==> src/rtl/regbus_i2c_pkg.sv <==
`timescale 1ns/1ps
package regbus_i2c_pkg;
   localparam int unsigned OCTET = 8;
   localparam int unsigned CMD_W = 1 + 2 * OCTET;

   typedef enum logic [2:0] {
      PH_IDLE, PH_START, PH_RESTART, PH_SHIFT, PH_STOP
   } phase_t;

   typedef enum logic [2:0] {
      BK_ADDR_W, BK_INDEX, BK_PAYLOAD, BK_ADDR_R, BK_FETCH
   } octet_t;
endpackage

==> src/rtl/regbus_i2c_tick.sv <==
`timescale 1ns/1ps
module regbus_i2c_tick #(
   parameter int unsigned QUARTER_CYCLES = 4
) (
   input  logic clk,
   input  logic rst_n,
   input  logic run,
   output logic tick
);
   generate
      if (QUARTER_CYCLES < 2) begin : g_bad
         $error("regbus_i2c_tick: QUARTER_CYCLES must be 2 or more");
         assign tick = 1'b0;
      end else begin : g_cnt
         localparam int unsigned CW = $clog2(QUARTER_CYCLES);
         localparam logic [CW-1:0] LAST = CW'(QUARTER_CYCLES - 1);
         logic [CW-1:0] cnt_q;

         always_ff @(posedge clk or negedge rst_n) begin
            if (!rst_n)                   cnt_q <= '0;
            else if (!run || cnt_q == LAST) cnt_q <= '0;
            else                          cnt_q <= cnt_q + 1'b1;
         end
         assign tick = run && (cnt_q == LAST);
      end
   endgenerate
endmodule

==> src/rtl/regbus_i2c_shreg.sv <==
`timescale 1ns/1ps
module regbus_i2c_shreg #(
   parameter int unsigned W = 8
) (
   input  logic         clk,
   input  logic         rst_n,
   input  logic         load,
   input  logic [W-1:0] load_val,
   input  logic         shift,
   input  logic         sin,
   output logic         msb,
   output logic [W-1:0] value
);
   generate
      if (W < 2) begin : g_bad
         $error("regbus_i2c_shreg: W must be 2 or more");
      end
   endgenerate

   logic [W-1:0] sr_q;

   always_ff @(posedge clk or negedge rst_n) begin
      if (!rst_n)     sr_q <= '0;
      else if (load)  sr_q <= load_val;
      else if (shift) sr_q <= {sr_q[W-2:0], sin};
   end

   assign msb   = sr_q[W-1];
   assign value = sr_q;
endmodule

==> src/rtl/regbus_i2c_master.sv <==
`timescale 1ns/1ps
module regbus_i2c_master
   import regbus_i2c_pkg::*;
#(
   parameter int unsigned QUARTER_CYCLES = 4,
   parameter logic [6:0]  TARGET_ADDR    = 7'h68
) (
   input  logic             clk,
   input  logic             rst_n,
   input  logic             go,
   input  logic             rd_nwr,
   input  logic [OCTET-1:0] reg_addr,
   input  logic [OCTET-1:0] wr_data,
   output logic [OCTET-1:0] rd_data,
   output logic             busy,
   output logic             done,
   output logic             nack_err,
   output logic             scl_oe,
   output logic             sda_oe,
   input  logic             sda_i
);
   localparam logic [3:0] ACK_SLOT = 4'(OCTET);

   phase_t           ph_q, ph_d;
   octet_t           kind_q, kind_d;
   logic [1:0]       qtr_q, qtr_d;
   logic [3:0]       bit_q, bit_d;
   logic             abort_q, abort_d;
   logic             samp_q, err_q, done_q;
   logic             cmd_rd_q;
   logic [OCTET-1:0] idx_q, dat_q, rd_q;
   logic             tick, load, shift, fin, grab;
   logic [OCTET-1:0] load_val, sh_val;
   logic             sh_msb;
   logic             scl_lo, sda_lo, tx_low;
   logic             accept;
   logic             framing;
   logic [CMD_W-1:0] cmd_snap;

   assign accept = go && (ph_q == PH_IDLE);
   assign busy   = (ph_q != PH_IDLE);

   regbus_i2c_tick #(.QUARTER_CYCLES(QUARTER_CYCLES)) u_tick (
      .clk(clk), .rst_n(rst_n), .run(busy), .tick(tick)
   );

   regbus_i2c_shreg #(.W(OCTET)) u_shreg (
      .clk(clk), .rst_n(rst_n), .load(load), .load_val(load_val),
      .shift(shift), .sin(samp_q), .msb(sh_msb), .value(sh_val)
   );

   // sequencer: advances one quarter per tick, bytes end after the ack slot
   always_comb begin
      ph_d = ph_q;  kind_d = kind_q;  qtr_d = qtr_q;  bit_d = bit_q;
      abort_d = abort_q;  load = 1'b0;  shift = 1'b0;  fin = 1'b0;  grab = 1'b0;
      if (accept) begin
         ph_d = PH_START;  kind_d = BK_ADDR_W;  qtr_d = 2'd0;  abort_d = 1'b0;
      end else if (tick) begin
         qtr_d = qtr_q + 2'd1;
         if (qtr_q == 2'd3) begin
            unique case (ph_q)
               PH_START, PH_RESTART: begin
                  ph_d = PH_SHIFT;  bit_d = '0;  load = 1'b1;
               end
               PH_SHIFT: begin
                  if (bit_q != ACK_SLOT) begin
                     bit_d = bit_q + 4'd1;  shift = 1'b1;
                  end else begin
                     bit_d = '0;
                     if (kind_q != BK_FETCH && samp_q) begin
                        abort_d = 1'b1;  ph_d = PH_STOP;
                     end else begin
                        case (kind_q)
                           BK_ADDR_W:  begin kind_d = BK_INDEX; load = 1'b1; end
                           BK_INDEX:   if (cmd_rd_q) begin
                                          kind_d = BK_ADDR_R;  ph_d = PH_RESTART;
                                       end else begin
                                          kind_d = BK_PAYLOAD; load = 1'b1;
                                       end
                           BK_PAYLOAD: ph_d = PH_STOP;
                           BK_ADDR_R:  begin kind_d = BK_FETCH; load = 1'b1; end
                           default:    begin grab = 1'b1; ph_d = PH_STOP; end
                        endcase
                     end
                  end
               end
               PH_STOP: begin ph_d = PH_IDLE;  fin = 1'b1; end
               default: ;
            endcase
         end
      end
   end

   always_comb begin
      case (kind_d)
         BK_ADDR_W:  load_val = {TARGET_ADDR, 1'b0};
         BK_INDEX:   load_val = idx_q;
         BK_PAYLOAD: load_val = dat_q;
         BK_ADDR_R:  load_val = {TARGET_ADDR, 1'b1};
         default:    load_val = '1;
      endcase
   end

   // line levels per phase and quarter; 1 means pull low
   assign tx_low = (bit_q != ACK_SLOT) && (kind_q != BK_FETCH) && !sh_msb;

   always_comb begin
      scl_lo = 1'b0;  sda_lo = 1'b0;
      unique case (ph_q)
         PH_START:   begin scl_lo = (qtr_q == 2'd3);                  sda_lo = (qtr_q != 2'd0); end
         PH_RESTART: begin scl_lo = (qtr_q == 2'd0) || (qtr_q == 2'd3); sda_lo = qtr_q[1];       end
         PH_SHIFT:   begin scl_lo = (qtr_q == 2'd0) || (qtr_q == 2'd3); sda_lo = tx_low;         end
         PH_STOP:    begin scl_lo = (qtr_q == 2'd0);                  sda_lo = !qtr_q[1];       end
         default: ;
      endcase
   end

   always_ff @(posedge clk or negedge rst_n) begin
      if (!rst_n) begin
         ph_q <= PH_IDLE;  kind_q <= BK_ADDR_W;  qtr_q <= '0;  bit_q <= '0;
         abort_q <= 1'b0;  samp_q <= 1'b1;  err_q <= 1'b0;  done_q <= 1'b0;
         cmd_rd_q <= 1'b0;  idx_q <= '0;  dat_q <= '0;  rd_q <= '0;
         scl_oe <= 1'b0;  sda_oe <= 1'b0;
      end else begin
         ph_q <= ph_d;  kind_q <= kind_d;  qtr_q <= qtr_d;  bit_q <= bit_d;
         abort_q <= abort_d;
         done_q  <= fin;
         scl_oe  <= scl_lo;
         sda_oe  <= sda_lo;
         if (tick && qtr_q == 2'd2 && ph_q == PH_SHIFT) samp_q <= sda_i;
         if (accept) begin
            cmd_rd_q <= rd_nwr;  idx_q <= reg_addr;  dat_q <= wr_data;  err_q <= 1'b0;
         end else if (fin) begin
            err_q <= abort_q;
         end
         if (grab) rd_q <= sh_val;
      end
   end

   assign done     = done_q;
   assign nack_err = err_q;
   assign rd_data  = rd_q;
   assign framing  = (ph_q == PH_START) || (ph_q == PH_RESTART) || (ph_q == PH_STOP);
   assign cmd_snap = {cmd_rd_q, idx_q, dat_q};
endmodule

==> config.mk <==
export PLATFORM = sky130hd
export DESIGN_NAME = regbus_i2c_master
export DESIGN_NICKNAME = d
export VERILOG_FILES = /design/src/rtl/regbus_i2c_pkg.sv /design/src/rtl/regbus_i2c_tick.sv /design/src/rtl/regbus_i2c_shreg.sv /design/src/rtl/regbus_i2c_master.sv
export SDC_FILE = /design/constraint.sdc
export NUM_CORES = 1
export LEC_CHECK = 0
export BUFFER_PORTS_ARGS = -buffer_cell sky130_fd_sc_hd__buf_2
export CAP_MARGIN = 20
export CORE_UTILIZATION = 61
export CTS_BUF_LIST = sky130_fd_sc_hd__clkbuf_8
export DETAILED_ROUTE_END_ITERATION = 16
export PLACE_DENSITY_LB_ADDON = 0.2
export SETUP_SLACK_MARGIN = 0.1
export SLEW_MARGIN = 40
export SYNTH_ARGS = -nofsm -noshare
export SYNTH_HDL_FRONTEND = slang
export SYNTH_SLANG_ARGS = --single-unit
==> constraint.sdc <==
create_clock -name clk -period 5.2 [get_ports clk]
set_clock_uncertainty 0.2 [all_clocks]
set_input_delay 0.78 -clock clk [delete_from_list [all_inputs] [get_ports clk]]
set_output_delay 0.78 -clock clk [all_outputs]
set_load 0.005 [all_outputs]
* Yosys cells after proc, flatten, opt, wreduce, memory -nomap -nowiden
Index checks and enable logic that the tools add are counted.
** Operators by class
- $add $sub $neg :: 3
- Equal/unequal tests :: 19
- Mux-type cells :: 58
- Bitwise gates (word level) :: 1
- Reduce and logical (&&, ||, !) cells :: 33
** Operator list (number)
- $mux 3 :: 12
- $pmux 8 s4 :: 1
- $mux 1 :: 31
- $eq 3x2->1 const B :: 6
- $pmux 3 s3 :: 2
- $mux 8 :: 2
- $reduce_bool 2->1 :: 8
- $eq 3x1->1 const B :: 3
- $logic_not 3->1 :: 3
- $ne 4x4->1 const B :: 2
- $pmux 4 s2 :: 1
- $logic_and 1x1->1 :: 7
- $eq 2x2->1 const B :: 3
- $mux 2 :: 3
- $ne 3x3->1 const B :: 2
- $pmux 3 s2 :: 1
- $reduce_and 6->1 :: 1
- $reduce_or 2->1 :: 3
- $ne 5x5->1 const B :: 1
- $reduce_and 5->1 :: 1
- $add 2x1->2 const B :: 2
- $add 4x1->4 const B :: 1
- $mux 4 :: 1
- $pmux 1 s2 :: 2
- other kinds (12) :: 15
** Storage, ports and cells
- Flip-flop bits (word level) :: 53
- Input bits :: 21
- Output and inout port bits :: 13
- Logic and storage cells :: 130

* Longest topological paths before layout
- Word-level depth :: 11
- Gate-level depth with buffers :: 8
- Mapped depth without buffers :: 7

* Hierarchy
From an unflattened synthesis, not the netlist that was laid out.
** Second synthesis, totals
- Cells, all modules :: 234
- Area total of the unflattened synthesis :: 2680.1 um^2
** Modules (own cells, without submodules)
- regbus_i2c_master :: times used 1, cells each 193, area an instance 2208.4 um^2
- regbus_i2c_shreg :: times used 1, cells each 35, area an instance 380.4 um^2
- regbus_i2c_tick :: times used 1, cells each 6, area an instance 91.3 um^2

* Worst setup path before layout
Ideal clock, no wire load.
- Path kind :: register -> register
- From :: register bit_q[0]
- To :: register u_shreg.sr_q[6], in the netlist u_shreg.value[6]
- Library setup time :: 0.073 ns
- Data arrival time :: 2.311 ns
- Path slack :: 2.616 ns
- Stages on the path, launching flop included :: 9
- Clock period less this slack :: 2.584 ns
- Path through :: dfrtp_1 -> inv_1 -> ha_1 -> nand3b_1 -> or4_4 -> buf_6 -> or3_1 -> a311o_1 -> a21oi_2
** On the way
- Longest elaborated chain between the ends :: 9
** Ends and longest elaborated chain
- from (decl) :: RTL line regbus_i2c_master.sv:27 : logic [3:0] bit_q, bit_d;
- from (signal assigned) :: RTL line regbus_i2c_master.sv:125 : ph_q <= ph_d; kind_q <= kind_d; qtr_q <= qtr_d; bit_q <= bit_d;
- $ne 4x4->1 (*) :: RTL line regbus_i2c_master.sv:66 : if (bit_q != ACK_SLOT) begin
- $mux 3 :: RTL line regbus_i2c_master.sv:66
- $mux 3 :: RTL line regbus_i2c_master.sv:61 : unique case (ph_q)
- $mux 3 :: RTL line regbus_i2c_master.sv:60 : if (qtr_q == 2'd3) begin
- $mux 3 :: RTL line regbus_i2c_master.sv:58 : end else if (tick) begin
- $mux 3 :: RTL line regbus_i2c_master.sv:56 : if (accept) begin
- $eq 3x2->1 (tied with other cells) :: RTL line regbus_i2c_master.sv:95 : case (kind_d)
- $pmux 8 s4 :: RTL line regbus_i2c_master.sv:95
- $mux 8 :: RTL line regbus_i2c_shreg.sv:24 : else if (load) sr_q <= load_val;
- to (signal assigned) :: RTL line regbus_i2c_shreg.sv:24
- to (signal assigned) :: RTL line regbus_i2c_shreg.sv:25 : else if (shift) sr_q <= {sr_q[W-2:0], sin};
- to (decl) :: RTL line regbus_i2c_shreg.sv:20 : logic [W-1:0] sr_q;
Every way passes the cells marked *; elsewhere a longest branch is shown, timed or not.
A chain may end at the register's enable or synchronous reset.

* Worst setup path in the final report
- From :: register qtr_q[1]
- To :: register u_shreg.sr_q[1], in the netlist u_shreg.value[1]
** On the way
- Longest elaborated chain between the ends :: 7
** Ends and longest elaborated chain
- from (decl) :: RTL line regbus_i2c_master.sv:26 : logic [1:0] qtr_q, qtr_d;
- from (signal assigned) :: RTL line regbus_i2c_master.sv:125
- $eq 2x2->1 (*) :: RTL line regbus_i2c_master.sv:60
- $mux 3 :: RTL line regbus_i2c_master.sv:60
- $mux 3 :: RTL line regbus_i2c_master.sv:58
- $mux 3 :: RTL line regbus_i2c_master.sv:56
- $eq 3x2->1 (tied with other cells) :: RTL line regbus_i2c_master.sv:95
- $pmux 8 s4 :: RTL line regbus_i2c_master.sv:95
- $mux 8 :: RTL line regbus_i2c_shreg.sv:24
Marks and branches as above.

==> results.md <==
* Setup Total Neg Slack at 0 ps
* Syn Area/Cell at 9.45 um2
* Area growth from synthesis to layout at 10.1%
* Post-CTS Resized at 0
* CP max FO at 14
* Clk sinks at 53
* Final ANT Viol Nets at 0
* Dominant cells by area after synthesis: dfrtp_1, nand2_1, mux2_2
* Layout Nets at 345
* Clk Tree Root Cell: clkbuf_8
* H-tree depth at 2
* Commonest non-fill, non-tap cells in the layout: nand2_1, dfrtp_1, buf_2
* DRT iter0 DRCs at 199
* Tot Pwr at 721 uW
* Largest net degree at the start of global routing at 54
* Clock buffer count from CTS at 5
* Xor and xnor fraction of the mapped netlist area at 0.00321
* Netlist Area Pre-Place at 2730 um2
* Compound-gate portion of the synthesized area at 0.168
* Count of different cell masters after synthesis at 53
* Top_reg_cell synth: dfrtp_1
* Fin crit period at 2860 ps
* Pins Over Slew Limit at 0
* Die Wd at 68.9 um
* DRC at 0
* Mapped Cells at 289
* CP startpoint kind: flip-flop
* WP data arrival at 2900 ps
* Crit share post-route at 0.551
* Sequential element share of the synthesized area at 0.486
* I/O Buffers at 33
* Starting Density at 0.659
* P per Cell Area at 240 nW/um2
* Share of layout cells above drive strength 1 at 0.191
* Slew margin rel. at 0.453
* GRT Total Usage at 0.269
* Number of setup violations in the final report at 0
* Synth warnings at 0
* Flop and latch count out of synthesis at 53
* Biggest area consumer among synthesized cells: dfrtp_1
* Largest family of logic cells by synthesized area: simple AND/OR/NAND/NOR gates
* DR WL/cell at 15.3 um
* Hold Vio Cnt, Final at 0
* Clock Tree Buf Depth at 2
* Crit path kind: flip-flop to flip-flop
* Worst Setup End Kind: flip-flop
* Clk_lat worst skew at 310 ps
* Grt ovf at 0
* Post-synth EDFFs at 0
* Antenna diodes at 0
* DRT Wirelength at 5650 um
* Clock slew at reported path FFs at 100 ps
* Lkg Pwr at 1.41 nW
* Hold buffer count at CTS at 0
* Drt pass-1 iters at 5
* Simple-Gate Fraction of Synth Area at 0.217
* Core ar. at 4140 um2
* HP Class: flip-flop to flip-flop
* CTS tree: built
* F_max at 349 MHz
* First-pass GRT wire length at 9330 um
* Initial antenna violation count at 0
* GPL Wtd Cong at 0.873
* Max-cap violation count at 0
* Vias in the first global route at 1994
* Mux cell area share after synthesis at 0.0500
* Status: completed
* Worst vdd rail ir drop at 0.000201 V
* Setup Fix Bufs, Post-CTS at 0
* Die Span Y at 68.9 um
* Vias post-DR at 2250
* Worst-Margin Slew at 818 ps
* Adder-Cell Fraction of Synth Area at 0.0312
* Die area at 4750 um2
* Data required, critical path at 5230 ps
* Commonest non-fill, non-tap cell in the layout: nand2_1
* Via-per-instance ratio at 6.10
* Row count at 23
* Area share of the largest cell type after synthesis at 0.477
* Dpl hpwl at 3930 um
* Reg2reg setup slack at 2340 ps
* Ys async rst share at 1.00
* Post-Syn Nets at 316
* RSZ-0062 raised after global routing: no
* Ports at 34
==> cell type report <==
type / instances / area, um2
Fill cell: 325 / 1140
Multi-Input combinational cell: 208 / 1290
Clock buffer: 5 / 68.8
Sequential cell: 53 / 1330
Clock inverter: 3 / 22.5
Inverter: 15 / 56.3
Timing Repair Buffer: 35 / 180
Tap cell: 50 / 62.6
==> sequential cells by signal (all words and copies together) (netlist names), 2 cells and up <==
register / cells
idx_q: 8
rd_data: 8
bit_q: 4
u_shreg.value: 8
u_tick.g_cnt.cnt_q: 2
dat_q: 8
kind_q: 3
ph_q: 3
qtr_q: 2
==> metal layers <==
layer  part of all wire  vias up  track usage
met5                  0        -            0
met2               0.45       91        0.408
li1                   -     1095            -
met4              0.016        0       0.0791
met3              0.061       16       0.0592
met1               0.47     1048        0.386
==> final timing paths <==
check,from,end,cells after the start
worst max-delay path,qtr_q[1]$_DFFE_PN0P_,u_shreg.value[1]$_DFFE_PN0P_,6
worst min-delay path,u_tick.g_cnt.cnt_q[0]$_DFF_PN0_,u_tick.g_cnt.cnt_q[0]$_DFF_PN0_,1
worst max register to register,qtr_q[1]$_DFFE_PN0P_,u_shreg.value[1]$_DFFE_PN0P_,6
worst min register to register,u_tick.g_cnt.cnt_q[0]$_DFF_PN0_,u_tick.g_cnt.cnt_q[0]$_DFF_PN0_,1
max in group asynchronous,rst_n,sda_oe$_DFF_PN0_,2
min in group asynchronous,rst_n,rd_data[6]$_DFFE_PN0P_,2
==> where the power goes <==
part,leakage [nW],switching [mW],internal [mW]
Clock,0.0481,0.139,0.0958
Combinational,0.708,0.0273,0.0202
Sequential,0.654,0.0132,0.426
==> through the flow <==
stage          hold WS (ps)  setup WS [ps]   util  instance area [um2]  instances
3_3_place_gp            223           2510  0.703                 2910        361
2_1_floorplan           215           2620      -                 2730        289
4_1_cts                 251           2380  0.725                 3010        369
3_5_place_dp            239           2400  0.703                 2910        361
5_1_grt                 275           2080  0.725                 3010        369
6_report                249           2340  0.725                 3010        369
==> cell families (layout without fill, tap and decap cells) <==
| kind of cell | after synthesis | in the layout |
|---|---|---|
| simple gates | 120 | 120 |
| buf+inv | 28 | 58 |
| mux | 12 | 12 |
| xor+xnor | 1 | 1 |
| fa+ha+maj | 7 | 7 |
| compound gates | 68 | 68 |
| flops | 53 | 53 |
==> synth_stat cells (4+ instances only) <==
cell type / number
nand2_1: 63
dfrtp_1: 52
nor2_1: 16
o21ai_0: 16
inv_1: 15
clkbuf_1: 10
mux2_2: 10
o211ai_1: 10
a21oi_1: 9
a31oi_1: 8
nor3_1: 8
ha_1: 6
nand3_1: 6
and3b_1: 4
o22ai_1: 4
o311ai_0: 4
==> worst max-delay path: stages (launching register included) <==
cell	delay [ps]
dfrtp_1	430
ha_1	260
nand3b_1	190
nor2_1	670
o311ai_0	350
or4b_1	570
o211ai_1	120
(Power assumes the default switching activity.)
